==> src/rtl/clkdiv_pkg.sv <==
package clkdiv_pkg;
    typedef enum logic [1:0] {
        MODE_IDLE = 2'b00,
        MODE_RX   = 2'b01,
        MODE_TX   = 2'b10,
        MODE_RSVD = 2'b11
    } mode_e;

    localparam int SLOT_REF  = 0;
    localparam int SLOT_PLL  = 1;
    localparam int SLOT_VCO  = 2;
    localparam int SLOT_CONV = 3;
    localparam int SLOT_TMR  = 4;
endpackage

==> src/rtl/clkdiv_regs.sv <==
module clkdiv_regs
    import clkdiv_pkg::*;
#(
    parameter int NUM_DIV = 5,
    parameter int DIV_W   = 10,
    parameter int WORD_W  = 16,
    parameter int ADDR_W  = 3,
    parameter logic [NUM_DIV*DIV_W-1:0] DEFAULTS = '0
) (
    input  logic                              clk,
    input  logic                              rst_n,
    input  logic                              wr_en,
    input  logic [ADDR_W-1:0]                 wr_addr,
    input  logic [WORD_W-1:0]                 wr_data,
    input  logic [1:0]                        mode,
    output logic [NUM_DIV-1:0][DIV_W-1:0]     shd_o,
    output logic [NUM_DIV-1:0][DIV_W-1:0]     act_o
);
    localparam logic [ADDR_W-1:0] LAST_ADDR = ADDR_W'(NUM_DIV - 1);
    localparam logic [ADDR_W-1:0] PLL_ADDR  = ADDR_W'(SLOT_PLL);

    typedef struct packed {
        logic [NUM_DIV-1:0][DIV_W-1:0] shd;
        logic [NUM_DIV-1:0][DIV_W-1:0] act;
        logic [1:0]                    mode;
    } regs_t;

    regs_t q, d;
    logic  pll_commit, mode_commit, is_active_mode;

    always_comb begin
        d              = q;
        d.mode         = mode;
        is_active_mode = (mode == MODE_RX) || (mode == MODE_TX);
        mode_commit    = is_active_mode && (mode != q.mode);
        pll_commit     = wr_en && (wr_addr == PLL_ADDR);

        if (wr_en && (wr_addr <= LAST_ADDR)) begin
            d.shd[wr_addr] = wr_data[DIV_W-1:0];
        end
        if (pll_commit) begin
            d.act[SLOT_REF] = d.shd[SLOT_REF];
            d.act[SLOT_PLL] = d.shd[SLOT_PLL];
        end
        if (mode_commit) begin
            for (int i = SLOT_VCO; i < NUM_DIV; i++) begin
                d.act[i] = d.shd[i];
            end
        end
    end

    always_ff @(posedge clk or negedge rst_n) begin
        if (!rst_n) begin
            q.shd  <= DEFAULTS;
            q.act  <= DEFAULTS;
            q.mode <= MODE_IDLE;
        end else begin
            q <= d;
        end
    end

    assign shd_o = q.shd;
    assign act_o = q.act;
endmodule

==> src/rtl/clkdiv_counter.sv <==
module clkdiv_counter #(
    parameter int              DIV_W   = 10,
    parameter logic [DIV_W-1:0] DEF_DIV = 1
) (
    input  logic             clk,
    input  logic             rst_n,
    input  logic [DIV_W-1:0] setting,
    output logic             tick
);
    typedef struct packed {
        logic [DIV_W-1:0] cnt;
        logic [DIV_W-1:0] period;
    } cnt_t;

    function automatic logic [DIV_W-1:0] eff(input logic [DIV_W-1:0] v);
        return (v == '0) ? DIV_W'(1) : v;
    endfunction

    cnt_t q, d;

    always_comb begin
        d    = q;
        tick = (q.cnt == q.period - DIV_W'(1));
        if (tick) begin
            d.cnt    = '0;
            d.period = eff(setting);
        end else begin
            d.cnt = q.cnt + DIV_W'(1);
        end
    end

    always_ff @(posedge clk or negedge rst_n) begin
        if (!rst_n) begin
            q.cnt    <= '0;
            q.period <= eff(DEF_DIV);
        end else begin
            q <= d;
        end
    end
endmodule

==> src/rtl/clkdiv_bank.sv <==
module clkdiv_bank
    import clkdiv_pkg::*;
#(
    parameter int NUM_DIV = 5,
    parameter int DIV_W   = 10,
    parameter int WORD_W  = 16,
    parameter int ADDR_W  = 3,
    parameter logic [NUM_DIV*DIV_W-1:0] DEFAULTS =
        {10'd10, 10'd6, 10'd4, 10'd8, 10'd3}
) (
    input  logic              clk,
    input  logic              rst_n,
    input  logic              wr_en,
    input  logic [ADDR_W-1:0] wr_addr,
    input  logic [WORD_W-1:0] wr_data,
    input  logic [1:0]        mode,
    input  logic [ADDR_W-1:0] rd_addr,
    input  logic              rd_live,
    output logic [DIV_W-1:0]  rd_data,
    output logic [NUM_DIV-1:0] div_en
);
    localparam logic [ADDR_W-1:0] LAST_ADDR = ADDR_W'(NUM_DIV - 1);

    logic [NUM_DIV-1:0][DIV_W-1:0] shd_vals;
    logic [NUM_DIV-1:0][DIV_W-1:0] act_vals;

    clkdiv_regs #(
        .NUM_DIV (NUM_DIV),
        .DIV_W   (DIV_W),
        .WORD_W  (WORD_W),
        .ADDR_W  (ADDR_W),
        .DEFAULTS(DEFAULTS)
    ) u_regs (
        .clk    (clk),
        .rst_n  (rst_n),
        .wr_en  (wr_en),
        .wr_addr(wr_addr),
        .wr_data(wr_data),
        .mode   (mode),
        .shd_o  (shd_vals),
        .act_o  (act_vals)
    );

    for (genvar g = 0; g < NUM_DIV; g++) begin : g_div
        clkdiv_counter #(
            .DIV_W  (DIV_W),
            .DEF_DIV(DEFAULTS[g*DIV_W +: DIV_W])
        ) u_cnt (
            .clk    (clk),
            .rst_n  (rst_n),
            .setting(act_vals[g]),
            .tick   (div_en[g])
        );
    end

    always_comb begin
        rd_data = '0;
        if (rd_addr <= LAST_ADDR) begin
            rd_data = rd_live ? act_vals[rd_addr] : shd_vals[rd_addr];
        end
    end
endmodule

==> config.mk <==
export PLATFORM = sky130hd
export DESIGN_NAME = clkdiv_bank
export DESIGN_NICKNAME = d
export VERILOG_FILES = /design/src/rtl/clkdiv_pkg.sv /design/src/rtl/clkdiv_regs.sv /design/src/rtl/clkdiv_counter.sv /design/src/rtl/clkdiv_bank.sv
export SDC_FILE = /design/constraint.sdc
export NUM_CORES = 1
export LEC_CHECK = 0
export BUFFER_PORTS_ARGS = -buffer_cell sky130_fd_sc_hd__buf_2
export CORE_ASPECT_RATIO = 0.75
export CORE_MARGIN = 3
export CORE_UTILIZATION = 45
export CTS_CLUSTER_SIZE = 8
export DETAILED_ROUTE_END_ITERATION = 10
export GPL_TIMING_DRIVEN = 0
export PLACE_DENSITY_LB_ADDON = 0.05
export SLEW_MARGIN = 20
export SYNTH_ARGS = -nofsm -noshare
export SYNTH_HDL_FRONTEND = slang
export SYNTH_SLANG_ARGS = --single-unit
==> constraint.sdc <==
create_clock -name clk -period 3.5 [get_ports clk]
set_input_delay 0.7 -clock clk [delete_from_list [all_inputs] [get_ports clk]]
set_output_delay 0.7 -clock clk [all_outputs]
set_load 0.02 [all_outputs]
**Yosys cells after proc, flatten, opt, wreduce, memory -nomap -nowiden**

Index checks and enable logic that the tools add are counted.

- Flip-flop bits (word level): 202
- Input port bits: 28
- Output and inout bits: 15

- Add/sub/neg operators: 10
- $lt $le $gt $ge: 5
- Equality and inequality tests: 9
- Mux-type cells: 20
- Reduce and logical (&&, ||, !) cells: 10

Operator list:

| kind | number |
|---|---|
| 10-bit 2-to-1 mux | 15 |
| 10-bit binary-select mux with 3-bit select | 2 |
| 10-bit by 1-bit adder with 10-bit output, second input constant | 5 |
| 50-bit bitwise mux | 1 |
| 10-bit == test | 5 |
| 10-bit zero test | 5 |
| 50-bit 2-to-1 mux | 1 |
| 10-bit by 1-bit subtractor with 10-bit output, second input constant | 5 |
| 10-bit demux with 3-bit select | 1 |
| 3-bit by 4-bit < comparator with 1-bit output, second input constant | 2 |
| 3-bit <= comparator, second input constant | 2 |
| 1-bit logical AND | 4 |
| 3-bit by 1-bit == test with 1-bit output, second input constant | 1 |
| 3-bit by 1-bit >= comparator with 1-bit output, second input constant | 1 |
| 2-bit by 1-bit == test with 1-bit output, second input constant | 1 |
| 2-bit == test, second input constant | 1 |
| 2-bit inequality test | 1 |
| 1-bit logical OR | 1 |

**Longest topological paths before layout**

Gate-level depths: netlist of the first run.

- Word-level depth: 6
- Gate-level depth with buffers: 12

**Hierarchy**

A second synthesis of the first run with hierarchy kept.

- Cell total of the unflattened synthesis: 999
- Area, all modules: 11375.9 um^2

By module, submodules not included:

| module | instances | cells each | area each (um^2) | seq. area each (um^2) |
|---|---|---|---|---|
| clkdiv_regs | 1 | 354 | 4729.5 | 2572.5 |
| clkdiv_counter (g_div[0].u_cnt ...) | 2 | 112 | 1156.1 | 503.0 |
| clkdiv_counter (g_div[1].u_cnt ...) | 2 | 112 | 1154.9 | 501.7 |
| clkdiv_counter (g_div[4].u_cnt) | 1 | 106 | 1132.3 | 503.0 |
| clkdiv_bank | 1 | 91 | 892.1 | 0.0 |

**Least setup slack after synthesis of the first run**

Ideal clock, no wire load.

- Path type: flip-flop to output port
- Start point: reg g_div[3].u_cnt.q[0] (netlist name)
- End point: out div_en[3]
- Data arrival time: 2.582 ns
- Required time: 2.800 ns
- Setup slack: 0.218 ns
- Stages on the path, launching flop included: 9
- Buffers on the path: 3
- Cells stage by stage: dfrtp_1 > or4_1 > nor2_1 > xor2_1 > or4b_4 > a2111oi_4 > buf_6 > buf_6 > buf_4

- Cells in the longest elaborated chain, start to end: 2

RTL lines:

| what | line | source |
|---|---|---|
| start: declaration | clkdiv_counter.sv:19 | `cnt_t q, d;` |
| 10-bit by 1-bit subtractor with 10-bit output | clkdiv_counter.sv:23 | `tick = (q.cnt == q.period - DIV_W'(1));` |
| 10-bit == test | clkdiv_counter.sv:23 |  |
| end: declaration | clkdiv_bank.sv:20 | `output logic [NUM_DIV-1:0] div_en` |

Every way passes these cells.

**Worst setup path in the final report of the first run**

Ends and elaborated chain as after synthesis.

==> key figures, run 1 <==
Timing
  • Fmax: 280.0 MHz
  • RSZ-0062 raised after global routing: yes
  • Minimum clock period: between 3 and 4 ns
  • Worst slew pin tran: 0.7870 ns
  • Slew Viols, Final: 0
  • # setup viols final: 1
  • Fin. Hold Viols: 0
  • Final Cycle Share: 102.1%
  • Setup ws final: -0.07183 ns
  • TNS Setup: -0.07183 ns
  • Max_slew headroom: a little under half
  • Final Skew: 0.01038 ns

Yosys
  • Synth unique cells: 57
  • Synth warn: 0
  • Synth Net Count: between 900 and 1000
  • Register area share after synthesis: roughly 50%
  • Synth top cells by count: 178 x dfrtp_1, 118 x mux2_2, 70 x nor2_1
  • Fraction of registers with async set/reset: 100.0%
  • Synthesized area: slightly above 0.01 sq mm
  • Top cell type's share of synthesized area: 43.39%
  • Most used flip-flop cell after synthesis: dfrtp_1
  • Count leader, synth: dfrtp_1
  • Synth area leader: dfrtp_1
  • Post-synth EDFFs: 0
  • Syn Area/Cell: about 12 sq um
  • Synth Instances: around 870
  • Top cells by area, synth: dfrtp_1 43%, mux2_2 13%, dfstp_2 6.1%, xnor2_1 4.9%, xor2_1 4.5%
  • Flops & latches, synth: 202

Clock tree
  • Clock tree from TritonCTS: done
  • CTS Hold Bufs: 0
  • TritonCTS buffer count: 29
  • Clock transition at the registers of the reported paths: roughly 0.050 ns
  • Clock buffer depth: 3
  • Clock tree root driver cell: clkbuf_16
  • H-tree Lvls: 1
  • Clk Latency, worst-skew pair: 0.53 ns
  • CTS sink cnt: 202

Finish
  • Filler cell count in the final layout: around 1900
  • Diodes inserted: 0
  • Share of cells above drive strength 1: a little under a third
  • Register area: between 0.005 and 0.006 sq mm
  • Multi-input gate area: between 0.005 and 0.006 sq mm
  • Nets: between 900 and 1000
  • Area Overhead vs Synth: 16.82%

Routing
  • DRC: 0
  • Final antenna-violating net count: 0
  • Routed vias: roughly 7000
  • First drt pass iteration count: 8
  • Vias/cell: between 5 and 6
  • 1st-iter DRT viols: roughly 440
  • Met3 Wirelength: roughly 920 um
  • Per-cell routed wire length: a little over 20 um
  • Metal-1 WL: 12.34 mm
  • DR WL met2: around 12 mm
  • Top layer in use: met4
  • Routed WL: 25.36 mm

Worst setup path
  • Worst setup path start: g_div[3].u_cnt.q[0]$_DFFE_PN0N_
  • Kind of critical path: reg2out
  • Crit path launch type: flop
  • Worst reg2reg path startpoint: g_div[3].u_cnt.q[0]$_DFFE_PN0N_
  • Data required time of the worst path: 2.80 ns
  • CP arrival: 2.87 ns
  • R2R Path End: g_div[3].u_cnt.q[5]$_DFFE_PN0N_
  • R2R Setup Slk: ~0.42 ns
  • R2R depth: 9
  • CP max FO: 4
  • CP Capture Type: output pin

Floorplan
  • Total core area: between 0.02 and 0.025 sq mm
  • I/O pin total: 43
  • Die Wd: approximately 180 um
  • Die Height: approximately 140 um
  • Starting Density: 46.18%
  • Die ar.: between 0.02 and 0.025 sq mm
  • # rows: 47

Place
  • Setup WS pre-CTS: -0.3216 ns
  • DP Wirelength: 17.75 mm
  • PortBufs: 35
  • Final Wtd Congestion: between 0.8 and 0.9

Run status
  • Status: finished with violations
  • Violated checks: setup timing

Power
  • Power, Total: 0.006497 W
  • Pwr/cell area: about 540 mW/mm^2
  • Pleak: 5.280 nW
  • Worst vdd ir: 0.0003861 V

Worst hold path
  • Worst Hold Class: in2async

GRT
  • Total congestion overflow: 0
  • Global-route wire length before repair: approximately 41 mm
  • Vias in the first global route: 7160
  • Largest net degree at the start of global routing: approximately 80
  • Global Route Usage Sum: approximately a fifth
  • Antenna violations before repair: 0

Flow run
  • Max-Cap Viols: 0
==> worst max-delay path by stage <==
| stage | end | slack [ns] |
|---|---|---|
| after floorplan | div_en[3] | 0.22 |
| after global placement | g_div[3].u_cnt.q[13]$_DFF_PN0_ | -1.54 |
| after detailed placement | div_en[1] | -0.32 |
| after CTS | div_en[3] | -0.11 |
| after global routing | div_en[3] | -0.17 |
| final | div_en[3] | -0.07 |
==> through the flow <==
stage | hold WS (ns) | std cells | area (sq um) | util (%)
floorplan | 0.4044 | 866 | 10260 | -
global placement | 0.4571 | 1195 | 10810 | 48.62
detailed placement | 0.4687 | 1199 | 10900 | 49.03
CTS | 0.09963 | 1256 | 11870 | 53.38
global route | 0.1225 | 1259 | 11990 | 53.95
finish | 0.08150 | 1259 | 11990 | 53.95
==> state kept, by name, indices dropped and copies added (netlist names) <==
register       cells
u_regs.q           2
u_regs.act_o      50
u_regs.shd_o      50
g_div.u_cnt.q    100
==> timing repair <==
item,CTS,global route
setup endpoints to repair,4,8
pin swaps,7,8
resized for setup,20,17
buffers inserted,7,4
==> power by group <==
group	total, W	internal [W]	switching (W)
Sequential	0.00305	0.00268	0.000371
Clock	0.00265	0.00164	0.00101
Combinational	0.000798	0.000432	0.000366
Total	0.00650	0.00475	0.00174
==> cell usage in the layout (no fill, tap or decap), drive strengths merged, types with 17 or more instances in the layout <==
cell type	instances
dfrtp	178
nand2	64
nor4	17
dfstp	24
clkbuf	72
mux2	125
nand3	33
nor2	70
xnor2	58
mux4	20
mux2i	30
xor2	53
nor3	25
buf	60
==> routing by layer <==
| metal | up-vias | GRT usage (%) |
|---|---|---|
| li1 | 3228 | - |
| met1 | 3605 | 30.48 |
| met2 | 150 | 32.75 |
| met3 | 35 | 3.241 |
| met4 | 0 | 3.877 |
| met5 | - | 0 |
==> layout make-up <==
cell class | instances | area share (%)
multi-input combinational | 612 | 42.63
clock buffer | 52 | 6.855
timing repair buffer | 50 | 2.869
sequential | 202 | 42.40
buffer | 32 | 1.377
clock inverter | 2 | 0.3235
inverter | 15 | 0.4695
tap | 294 | 3.068
==> kinds of logic (layout without fill, tap and decap cells) <==
family,Yosys count,count (layout),share of synthesized area [%]
buffers and inverters,52,151,2.279
multiplexers,175,175,21.28
AND/OR/NAND/NOR,266,266,12.77
AO/OA/AOI/OAI,50,50,3.438
XOR/XNOR,111,111,9.471
adder cells (fa/ha/maj),10,10,1.219
flip-flops,202,202,49.54
==> worst max-delay path, stage by stage (launching register included) <==
cell	delay (ns)
dfrtp_1	0.41
or4_4	0.56
nor2_4	0.11
xor2_1	0.08
or4b_4	0.51
a2111oi_4	0.40
buf_6	0.16
buf_6	0.11
Power figures use the tool's default switching activity.
==> run 2, diff against run 1 <==
SYNTH_HIERARCHICAL = 1   (was not set)
==> key figures, run 2 <==
Yosys
  • Synth warn: 6 (+6)
  • Synthesized area: 0.01138 sq mm (+11%)
  • Fraction of registers with async set/reset: 100.0% (unchanged)
  • Synth area leader: dfrtp_1
  • Register area share after synthesis: 44.70% (-4.8 points)
  • Top cell type's share of synthesized area: 39.16% (-4.2 points)
  • Top cells by area, synth: dfrtp_1 39%, mux2_2 10%, buf_4 7.1%, dfstp_2 5.5%, mux2_4 5.3%
  • Post-synth EDFFs: 0 (unchanged)
  • Flops & latches, synth: 202 (unchanged)
  • Count leader, synth: dfrtp_1
  • Most used flip-flop cell after synthesis: dfrtp_1
  • Synth unique cells: 53 (-7.0%)
  • Synth Instances: 999 (+15%)
  • Synth top cells by count: 178 x dfrtp_1, 107 x buf_4, 106 x mux2_2
  • Synth Net Count: 1037 (+15%)
  • Syn Area/Cell: 11.39 sq um (-3.9%)

Routing
  • Per-cell routed wire length: 18.82 um (-6.6%)
  • Routed WL: 26.88 mm (+6.0%)
  • Routed vias: 7406 (+5.5%)
  • Final antenna-violating net count: 0 (unchanged)
  • DRC: 0 (unchanged)
  • Vias/cell: 5.186 (-7.0%)
  • First drt pass iteration count: 4 (-4)
  • 1st-iter DRT viols: 463 (+5.5%)

Timing
  • Final Cycle Share: 96.96% (-5.1 points)
  • Fmax: 294.7 MHz (+5.2%)
  • Max_slew headroom: 49.90% (+2.4 points)
  • Slew Viols, Final: 0 (unchanged)
  • Worst slew pin tran: 0.7515 ns (-0.03549 ns)
  • Minimum clock period: 3.394 ns (-0.1781 ns)
  • RSZ-0062 raised after global routing: yes
  • Fin. Hold Viols: 0 (unchanged)
  • # setup viols final: 0 (-1)
  • Final Skew: 0.01277 ns (+0.002393 ns)

Flow run
  • Max-Cap Viols: 0 (unchanged)

Finish
  • Diodes inserted: 0 (unchanged)
  • Share of cells above drive strength 1: 38.38% (+8.3 points)
  • Most common cell after layout, fill and taps aside: dfrtp_1
  • Fin area: 0.01300 sq mm (+8.4%)
  • Reg with most FFs: g_div.u_cnt/q
  • Most frequent cells in the layout: 178 x dfrtp_1, 118 x buf_4, 106 x mux2_2
  • Nets: 1113 (+14%)
  • Largest register FFs: 100 (unchanged)
  • Area Overhead vs Synth: 14.23%

Place
  • PortBufs: 36 (+2.9%)
  • Final Wtd Congestion: 0.8068 (-0.38%)
  • DP Wirelength: 19.27 mm (+8.5%)
  • Placement Cell Area: 0.01204 sq mm (+10%)

Floorplan
  • Total core area: 0.02440 sq mm (+9.8%)
  • Die Height: 143.7 um (+5.0%)
  • Starting Density: 46.62% (+0.44 points)
  • Die Wd: 189.6 um (+5.1%)
  • I/O pin total: 43 (unchanged)
  • Die ar.: 0.02724 sq mm (+10%)
  • # rows: 49 (+4.3%)

GRT
  • Global-route wire length before repair: 43.01 mm (+6.2%)
  • Vias in the first global route: 7315 (+2.2%)
  • Total congestion overflow: 0 (unchanged)
  • Global Route Usage Sum: 20.18% (-0.44 points)
  • Largest net degree at the start of global routing: 87 (+6.1%)
  • Antenna violations before repair: 0 (unchanged)

Worst setup path
  • Data required time of the worst path: 2.80 ns (about the same)
  • CP arrival: 2.69 ns (-0.18 ns)
  • CP max FO: 4 (unchanged)
  • Kind of critical path: reg2out
  • Crit path launch type: flop
  • CP Capture Type: output pin

Power
  • Comb power frac: 22.5% (+10 points)
  • Pwr/cell area: 535.9 mW/mm^2 (-1.1%)
  • Worst vdd ir: 0.0003878 V (+0.44%)
  • Internal: 0.005101 W (+7.3%)
  • Switching power: 0.001863 W (+6.8%)
  • Clock Power Share: 36.7% (-4.0 points)
  • Sw Share: 26.75% (-0.11 points)
  • Pleak: 5.952 nW (+13%)
  • Sequential power share: 40.8% (-6.2 points)
  • Power, Total: 0.006964 W (+7.2%)

Clock tree
  • TritonCTS buffer count: 29 (unchanged)
  • Clock buffer depth: 3 (unchanged)
  • Clock tree root driver cell: clkbuf_16
  • Clock transition at the registers of the reported paths: 0.05 ns (about the same)
  • CTS sink cnt: 202 (unchanged)
  • Clock tree from TritonCTS: done
  • H-tree Lvls: 1 (unchanged)
  • Clk Latency, worst-skew pair: 0.52 ns (about the same)

Run status
  • Status: finished clean

Worst hold path
  • Worst Hold Class: in2async
==> run 2: worst paths after layout <==
check	startpoint	slack [ns]	to	depth (start not counted)
worst max-delay path	g_div[0].u_cnt/q[1]$_DFFE_PN1N_	0.11	div_en[0]	7
worst min-delay path	rst_n	0.03	g_div[1].u_cnt/q[13]$_DFF_PN0_	1
worst max register to register	g_div[0].u_cnt/q[1]$_DFFE_PN1N_	0.61	g_div[0].u_cnt/q[5]$_DFFE_PN0N_	9
worst min register to register	u_regs/act_o[13]$_DFFE_PN1P_	0.46	u_regs/act_o[13]$_DFFE_PN1P_	2
max in group asynchronous	rst_n	2.71	u_regs/act_o[43]$_DFFE_PN1P_	2
min in group clk	mode[1]	0.31	u_regs/q[1]$_DFF_PN0_	1
==> run 2: layer usage <==
layer	vias up	track usage, %	wire length, um
met3	27	3.853	1240
met1	3700	33.18	14780
met2	108	27.33	10460
met5	-	0	0
li1	3571	-	-
met4	0	3.538	403
==> run 2: cells by family after synthesis <==
group                      count (synthesis)  share of synthesized area, %
AOI/OAI and AO/OA                         63                         4.476
muxes                                    174                         19.43
DFF                                      202                         44.70
and+or+nand+nor                          312                         14.10
xor gates and xnor gates                  97                         7.468
adders and majority gates                 11                         1.188
buffers and inverters                    140                         8.634
==> run 2: repair_timing <==
item,4_1_cts,5_1_grt
hold buffers,0,0
buffers inserted,1,6
endpoints found under the setup margin,3,5
pin swaps,1,8
resized for setup,6,16
==> run 2: final cells by class <==
| cell class | instances | area, sq um |
|---|---|---|
| clock buffers | 52 | 812.0 |
| plain buffers | 129 | 944.7 |
| fillers | 2212 | 11410 |
| clock inverters | 1 | 8.758 |
| multi-input cells | 657 | 5381 |
| repair buffers | 45 | 307.8 |
| inverters | 11 | 41.29 |
| well taps | 331 | 414.1 |
| flip-flops and latches | 202 | 5085 |
==> run 2: critical path, cell delays in order (launching register included) <==
cell	delay, ns
dfstp_2	0.55
inv_2	0.05
ha_4	0.16
xor2_2	0.15
or4_4	0.52
a2111o_1	0.42
a211oi_2	0.16
buf_4	0.17
==> run 2: through the flow <==
step	hold slack (ns)	util (%)	setup slack [ns]	std cells	setup TNS [ns]
finish	0.03278	53.26	0.1063	1428	0
global route	0.02894	53.26	-0.02441	1428	-0.02441
CTS	0.01907	52.81	0.002776	1422	0
detailed placement	0.4514	49.32	0.5199	1368	0
global placement	0.4525	49.06	-1.945	1366	-355.57
floorplan	0.4044	-	0.4713	999	0
==> run 2: power by group through the flow <==
stage	Clock (W)	Combinational, W	Sequential, W
after global routing	0.00274	0.00168	0.00288
after global placement	0	0.00154	0.00287
after detailed placement	0	0.00156	0.00287
after CTS	0.00263	0.00157	0.00284
after floorplan	0	0.00114	0.00283
final	0.00256	0.00157	0.00284
